### src/rtl/serial_audio_tx.sv
module serial_audio_tx #(
  parameter int CH       = 6,
  parameter int SUM_W    = 23,
  parameter int OUT_W    = 20,
  parameter int CFG_W    = 7,
  parameter int RST_HALF = 31
) (
  input  logic                  clk,
  input  logic                  rst,
  input  logic                  run,
  input  logic                  bit_tick,
  input  logic [CFG_W-1:0]      cfg_start,
  input  logic [CFG_W-1:0]      cfg_end,
  input  logic [CFG_W-1:0]      cfg_half,
  input  logic [CH*SUM_W-1:0]   sum_left,
  input  logic [CH*SUM_W-1:0]   sum_right,
  output logic                  lrck,
  output logic                  wclk,
  output logic [CH-1:0]         sdata
);
  localparam int PTR_W = $clog2(OUT_W + 1);
  localparam logic signed [SUM_W-1:0] POS_LIM = {{(SUM_W-OUT_W+1){1'b0}}, {(OUT_W-1){1'b1}}};
  localparam logic signed [SUM_W-1:0] NEG_LIM = {{(SUM_W-OUT_W+1){1'b1}}, {(OUT_W-1){1'b0}}};

  function automatic logic [OUT_W-1:0] clip(input logic signed [SUM_W-1:0] v);
    if (v > POS_LIM)      clip = POS_LIM[OUT_W-1:0];
    else if (v < NEG_LIM) clip = NEG_LIM[OUT_W-1:0];
    else                  clip = v[OUT_W-1:0];
  endfunction

  logic             lr_q, wclk_q, side_q;
  logic [CFG_W-1:0] lr_cnt_q, len_q, st_q, end_q, wc_q;
  logic [PTR_W-1:0] ptr_q;
  logic [CH-1:0]    sd_q;
  logic [OUT_W-1:0] hold_l [CH];
  logic [OUT_W-1:0] hold_r [CH];
  logic [OUT_W-1:0] sat_l  [CH];
  logic [OUT_W-1:0] sat_r  [CH];

  logic             toggle, lr_n, rise, fall, hit_st, hit_end, snap, shift, side_e;
  logic [CFG_W-1:0] wc_e, st_e, end_e;
  logic [PTR_W-1:0] ptr_e, bit_idx;
  logic [CH-1:0]    sd_n;

  assign toggle  = (lr_cnt_q == len_q);
  assign lr_n    = lr_q ^ toggle;
  assign rise    = toggle & ~lr_q;
  assign fall    = toggle & lr_q;
  assign wc_e    = toggle ? '0 : wc_q;
  assign st_e    = rise ? cfg_start : st_q;
  assign end_e   = rise ? cfg_end : end_q;
  assign hit_st  = (wc_e == st_e);
  assign hit_end = (wc_e == end_e);
  assign snap    = hit_st & lr_n;
  assign side_e  = hit_st ? lr_n : side_q;
  assign ptr_e   = hit_st ? PTR_W'(OUT_W) : ptr_q;
  assign bit_idx = ptr_e - 1'b1;
  assign shift   = (wc_e >= st_e) && (wc_e < end_e) && (ptr_e != '0);

  for (genvar i = 0; i < CH; i++) begin : g_ch
    assign sat_l[i] = clip(sum_left[i*SUM_W +: SUM_W]);
    assign sat_r[i] = clip(sum_right[i*SUM_W +: SUM_W]);
    logic [OUT_W-1:0] cur_l, cur_r;
    assign cur_l   = snap ? sat_l[i] : hold_l[i];
    assign cur_r   = snap ? sat_r[i] : hold_r[i];
    assign sd_n[i] = shift & (side_e ? cur_r[bit_idx] : cur_l[bit_idx]);
  end

  always_ff @(posedge clk) begin
    if (rst) begin
      lr_q <= 1'b0; lr_cnt_q <= '0; len_q <= CFG_W'(RST_HALF);
      st_q <= '0; end_q <= '0; wc_q <= '0; wclk_q <= 1'b0;
      ptr_q <= '0; side_q <= 1'b0; sd_q <= '0;
      for (int i = 0; i < CH; i++) begin hold_l[i] <= '0; hold_r[i] <= '0; end
    end else if (bit_tick) begin
      lr_q     <= lr_n;
      lr_cnt_q <= toggle ? '0 : lr_cnt_q + 1'b1;
      if (fall) len_q <= cfg_half;
      if (rise) begin st_q <= cfg_start; end_q <= cfg_end; end
      wc_q <= wc_e + 1'b1;
      if (hit_st)  wclk_q <= 1'b1;
      if (hit_end) wclk_q <= 1'b0;
      ptr_q  <= shift ? ptr_e - 1'b1 : ptr_e;
      side_q <= side_e;
      sd_q   <= sd_n;
      if (snap)
        for (int i = 0; i < CH; i++) begin hold_l[i] <= sat_l[i]; hold_r[i] <= sat_r[i]; end
    end
  end

  assign lrck  = lr_q;
  assign wclk  = wclk_q & run;
  assign sdata = sd_q & {CH{run}};

  p_idle_hold_r1: assert property (@(posedge clk) disable iff (rst)
    !bit_tick |=> $stable(lr_q) && $stable(wc_q) && $stable(sd_q));
  p_toggle_len_r1: assert property (@(posedge clk) disable iff (rst)
    (bit_tick && lr_cnt_q != len_q) |=> $stable(lr_q));
  p_len_at_fall_r2: assert property (@(posedge clk) disable iff (rst)
    !$fell(lr_q) |-> $stable(len_q));
  p_win_at_rise_r3: assert property (@(posedge clk) disable iff (rst)
    !$rose(lr_q) |-> $stable(st_q) && $stable(end_q));
  p_data_in_window_r6: assert property (@(posedge clk) disable iff (rst)
    (sd_q != '0) |-> wclk_q);
  p_ptr_bound_r6: assert property (@(posedge clk) disable iff (rst)
    ptr_q <= PTR_W'(OUT_W));
endmodule

### config.mk
export PLATFORM = sky130hd
export DESIGN_NAME = serial_audio_tx
export DESIGN_NICKNAME = d
export VERILOG_FILES = /design/src/rtl/serial_audio_tx.sv
export SDC_FILE = /design/constraint.sdc
export NUM_CORES = 1
export LEC_CHECK = 0
export ABC_AREA = 1
export BUFFER_PORTS_ARGS = -buffer_cell sky130_fd_sc_hd__buf_2
export CAP_MARGIN = 20
export CORE_UTILIZATION = 45
export CTS_BUF_LIST = sky130_fd_sc_hd__clkbuf_2 sky130_fd_sc_hd__clkbuf_4 sky130_fd_sc_hd__clkbuf_8
export DETAILED_ROUTE_END_ITERATION = 10
export GPL_TIMING_DRIVEN = 0
export PLACE_DENSITY = 0.67
export SETUP_SLACK_MARGIN = 0.3
export SYNTH_ARGS = -nofsm -noshare
export SYNTH_HDL_FRONTEND = slang
export SYNTH_SLANG_ARGS = --single-unit
### constraint.sdc
create_clock -name clk -period 33.9 [get_ports clk]
set_input_delay 6.78 -clock clk [delete_from_list [all_inputs] [get_ports clk]]
set_output_delay 6.78 -clock clk [all_outputs]
set_load 0.01 [all_outputs]
# Word-level counts from Yosys, hierarchy flattened
# Memories as Yosys holds them, arrays and structs flattened.
# Index checks and enable logic that the tools add are counted.
# totals
ff_bits	49
latch_bits	0
ramBits	240
mem_bits_ro	0
inputBits	301
output_inout_bits	8
n_memories	2
# op_classes
n_addsub	3
multipliers	0
div	0
n_lt_le_gt_ge	27
eq_ne	3
shift	0
n_mux	93
bitwise_logic	25
n_reduce_logical	6
# mem_list
memory	words	width	read_ports	rd_clocked_by_memory_dff	wr	line	source
hold_l	6	20	6	0	6	35	logic [OUT_W-1:0] hold_l [CH];
hold_r	6	20	6	0	6	36	logic [OUT_W-1:0] hold_r [CH];
# ops
cell	n
20-bit 2-to-1 mux	48
23-bit by 20-bit greater-than comparator with 1-bit output, second input constant	12
23-bit by 20-bit < comparator with 1-bit output, second input constant	12
1-bit binary-select mux with 5-bit select	12
7-bit 2-to-1 mux	4
1-bit 2-to-1 mux	27
7-bit equality test	3
7-bit by 1-bit adder with 7-bit output, second input constant	2
1-bit bitwise OR	12
1-bit bitwise AND	10
5-bit 2-to-1 mux	2
7-bit >= comparator	1
7-bit < comparator	1
6-bit bitwise AND	1
5-bit by 6-bit < comparator with 1-bit output, second input constant	1
5-bit nonzero test	1
5-bit by 1-bit subtractor with 5-bit output, second input constant	1
2-bit AND reduction	2
1-bit logical AND	2
2-bit nonzero test	1
1-bit inverter	1
1-bit XOR	1

# Longest topological paths before layout
# logic_depth
depth_word	10
ltp_mapped	34
depth_no_buf	28

# Worst setup path after synthesis
# Ideal clock, no wire load.
# synth_timing
path_kind	input-to-reg
from	input cfg_start[6]
to	memory hold_l[0][0] (enable)
setup_time_ns	1.172
arrival_ns	24.591
t_required_ns	32.728
setup_slack_ns	8.136
stages	10
path_buffers	2
cell_sequence	nand2_1 -> o21ai_0 -> inv_1 -> ha_1 -> nand2_1 -> nor2_4 -> nand2_2 -> buf_6 -> buf_2 -> o21ai_0
# synth_rtl
item	line	source
from (decl)	12	input logic [CFG_W-1:0] cfg_start,
to (decl)	35	

# Worst setup path after layout
# layout_timing
from	input run
to	output wclk
# layout_between
elab_chain_len	1
# layout_rtl
item	line	source
from (decl)	10	input logic run,
1-bit bitwise AND	92	assign wclk = wclk_q & run;
to (decl)	18	output logic wclk,
# No other way between the ends.

==> flow_summary.json <==
{
  "status": "finished clean",
  "cts_tree": "done",
  "post_cts_buffers": 0,
  "synth-simple-area-share_pct": 28.65,
  "hold_depth": 2,
  "rsz0062_at_grt": "no",
  "vias": 17250,
  "synthCells": 2247,
  "setup_tns_ns": 0,
  "cts_made_buffers": 50,
  "drc_errors": 0,
  "p_per_area_nw_per_um2": 49.95,
  "root_buffer": "clkbuf_8",
  "finalWeightedCongestion": 0.9919,
  "grt-ovfl-total": 0,
  "antenna_found_initial": 1,
  "fillers": 3660,
  "slew_violations": 0,
  "io_pins": 309,
  "fin_skew_ns": 0.04447,
  "p_sw_share_pct": 36.18,
  "crit_top_cell": "buf_2",
  "r2r_slack_ns": 26.95,
  "wire_per_inst_um": 20.17,
  "setup_viol": 0,
  "ys_warn_count": 0,
  "async_flop_share_pct": 0,
  "synth_xor_area_share_pct": 0.5071,
  "synth_area_um2": 17030,
  "grt-busiest-layer": "met2",
  "endpoint_kind": "output pin",
  "grt_use_met2_pct": 51.86,
  "syn_to_final_growth_pct": 19.31,
  "clkPwrFrac_pct": 30.7,
  "cp_slowest_cell": "buf_2",
  "clk_latency_ns": 0.63,
  "fmax_mhz": 71.22,
  "antenna_cells": 0,
  "synthMuxAreaShare_pct": 0.7643,
  "die-area_um2": 38620,
  "fp.coreArea_um2": 36960,
  "drt_iter0_markers": 2007,
  "yosys_register_bits": 289,
  "p_leak_nw": 9.890,
  "hold_viol": 0,
  "grt_pass1_vias": 15980,
  "ys_types": 39,
  "preCtsSetupSlack_ns": 19.86,
  "cp_max_fo": 7,
  "post-dp-hpwl_mm": 46.42,
  "vias_per_cell": 5.470,
  "ys_seq_area_share_pct": 48.09,
  "die_y_um": 196.5,
  "critPathMaxStageDelay_ns": 0.19,
  "start_util_pct": 46.06,
  "timing.final.crit_share_pct": 41.42,
  "synthFlopType": "edfxtp_1",
  "clk_pin_slew_ns": 0.06,
  "slew_headroom_pct": 16.80,
  "hold_buffers": 0,
  "switchingPower_uw": 367.1,
  "cts-resized-gates": 0,
  "grt_max_degree": 34,
  "met1_usage_pct": 44.11,
  "peakVddDrop_v": 0.00002356,
  "min_period_ns": 14.04,
  "grt_usage_pct": 32.72,
  "synth_fa_ha_area_share_pct": 1.396,
  "seqPwrFrac_pct": 39.5,
  "required_ns": 27.12,
  "grtUsageMet3_pct": 6.383,
  "synth_compound_area_share_pct": 11.83,
  "synthesis.nets": 2567,
  "drive_gt1_share_pct": 17.66,
  "cts_sinks": 289,
  "p_int_uw": 647.4,
  "totalWireLength_mm": 63.62,
  "nNetsFinal": 2934,
  "portBuffers": 307,
  "fp-row-count": 70,
  "drv_cap": 0,
  "reg2reg_depth": 31,
  "final_antenna_net_count": 0,
  "clockBufferDepth": 3,
  "grt_pass1_wl_mm": 93.52,
  "hold_path.class": "flop to flop",
  "path_class": "input pin to output pin",
  "fin_ws_ns": 19.86,
  "synth_edf_count": 240,
  "path_cells": "buf_2 -> nand2_1 -> inv_1 -> buf_2",
  "post_synth.cell_area_avg_um2": 7.577,
  "dieWidth_um": 196.5,
  "drt_pass1_iterations": 6,
  "cts-htree-levels": 2,
  "critPathArrivalTime_ns": 7.26,
  "tightest_slew_ns": 1.248,
  "synth_top_family_by_area": "simple AND/OR/NAND/NOR gates",
  "critPathLaunchType": "input pin",
  "comb_power_share_pct": 29.8
}
[critical path: cells and delay by family]
| kind | cells | cell delay (ns) |
|---|---|---|
| simple gates | 1 | 0.12 |
| buf+inv | 3 | 0.37 |
[cell usage after synthesis (5+ instances only)]
master,number,share of area [%]
nand2_1,543,12
ha_1,19,1.4
buf_1,10,0.22
nor2_1,326,7.2
nand4_1,15,0.55
inv_1,238,5.2
o21ai_1,5,0.15
o211ai_1,25,1.1
a21oi_1,236,6.9
dfxtp_1,49,5.8
mux2i_1,13,0.76
edfxtp_1,240,42
or2_2,18,0.66
clkbuf_1,84,1.9
buf_2,34,1.0
nand3b_1,44,1.9
inv_2,6,0.13
nand3_1,187,5.5
o21ai_0,115,3.4
[logic make-up (layout without fill, tap and decap cells)]
kind of cell	after synthesis	count (layout)
compound gates	387	387
xor+xnor	9	9
fa+ha+maj	19	19
buf+inv	380	783
flops	289	289
mux	13	13
simple gates	1150	1150
[path summary, 6_finish.rpt]
check,start,end
min,wc_q[4],wc_q[4]
max reg2reg,lr_cnt_q[0],sd_q[0]
min reg2reg,wc_q[4],wc_q[4]
max,run,wclk
[registers in the layout (all words and copies together) (netlist names)]
register and cells:
lrck 1, wc_q 7, side_q 1, lr_cnt_q 7, wclk_q 1, ptr_q 5
end_q 7, hold_l 120, st_q 7, hold_r 120, sd_q 6, len_q 7
[through the flow]
| step | std cells | power [mW] | instance area (um^2) | util, % | hold slack [ns] |
|---|---|---|---|---|---|
| 6_report | 3154 | 1.014 | 20310 | 54.96 | 0.4669 |
| 5_1_grt | 3154 | 1.054 | 20310 | 54.96 | 0.4991 |
| 4_1_cts | 3154 | 1.006 | 20310 | 54.96 | 0.4660 |
| 3_5_place_dp | 3066 | 0.6971 | 19370 | 52.41 | 0.4574 |
| 3_3_place_gp | 3058 | 0.7051 | 19190 | 51.93 | 0.4531 |
| 2_1_floorplan | 2247 | 0.5881 | 17030 | - | 0.4411 |
[per-layer routing]
| layer | wire length [um] | share of wire, % |
|---|---|---|
| met1 | 25590 | 40 |
| met5 | 9 | 0.014 |
| met3 | 7155 | 11 |
| met2 | 28390 | 45 |
| met4 | 2470 | 3.9 |
[layout by cell type, fill, tap and decap left out, drive strengths merged]
| cell type | n |
|---|---|
| nand2 | 547 |
| buf | 364 |
| nor2 | 332 |
| inv | 246 |
| edfxtp | 240 |
| a21oi | 236 |
| nand3 | 188 |
| clkbuf | 156 |
| o21ai | 120 |
| dfxtp | 49 |
| nand3b | 44 |
| o211ai | 25 |
| ha | 19 |
| or2 | 18 |
| clkinv | 17 |
| nand4 | 15 |
| mux2i | 13 |
| xor2 | 5 |
| xnor2 | 4 |
| nor3 | 4 |
| o31ai | 2 |
| a211oi | 1 |
| a21o | 1 |
| o2111ai | 1 |
| nor3b | 1 |
| a31oi | 1 |
| nor4 | 1 |
[power by group through the flow]
stage | clock network [mW] | logic, mW | registers (mW)
5_1_grt | 0.328 | 0.324 | 0.402
2_1_floorplan | 0 | 0.172 | 0.416
6_report | 0.312 | 0.302 | 0.401
3_5_place_dp | 0 | 0.289 | 0.408
3_3_place_gp | 0 | 0.284 | 0.421
4_1_cts | 0.315 | 0.291 | 0.401
[area by class of cell]
class / instances / area [um^2] / share of cell area (%)
buffer: 133 / 564.3 / 2.778
clock buffer: 72 / 865.8 / 4.263
clock inverter: 16 / 75.07 / 0.3696
inverter: 247 / 927.1 / 4.564
multi-input combinational: 1578 / 7357 / 36.22
sequential: 289 / 8188 / 40.31
tap: 504 / 630.6 / 3.105
timing repair buffer: 315 / 1704 / 8.390
(Power assumes the default switching activity.)
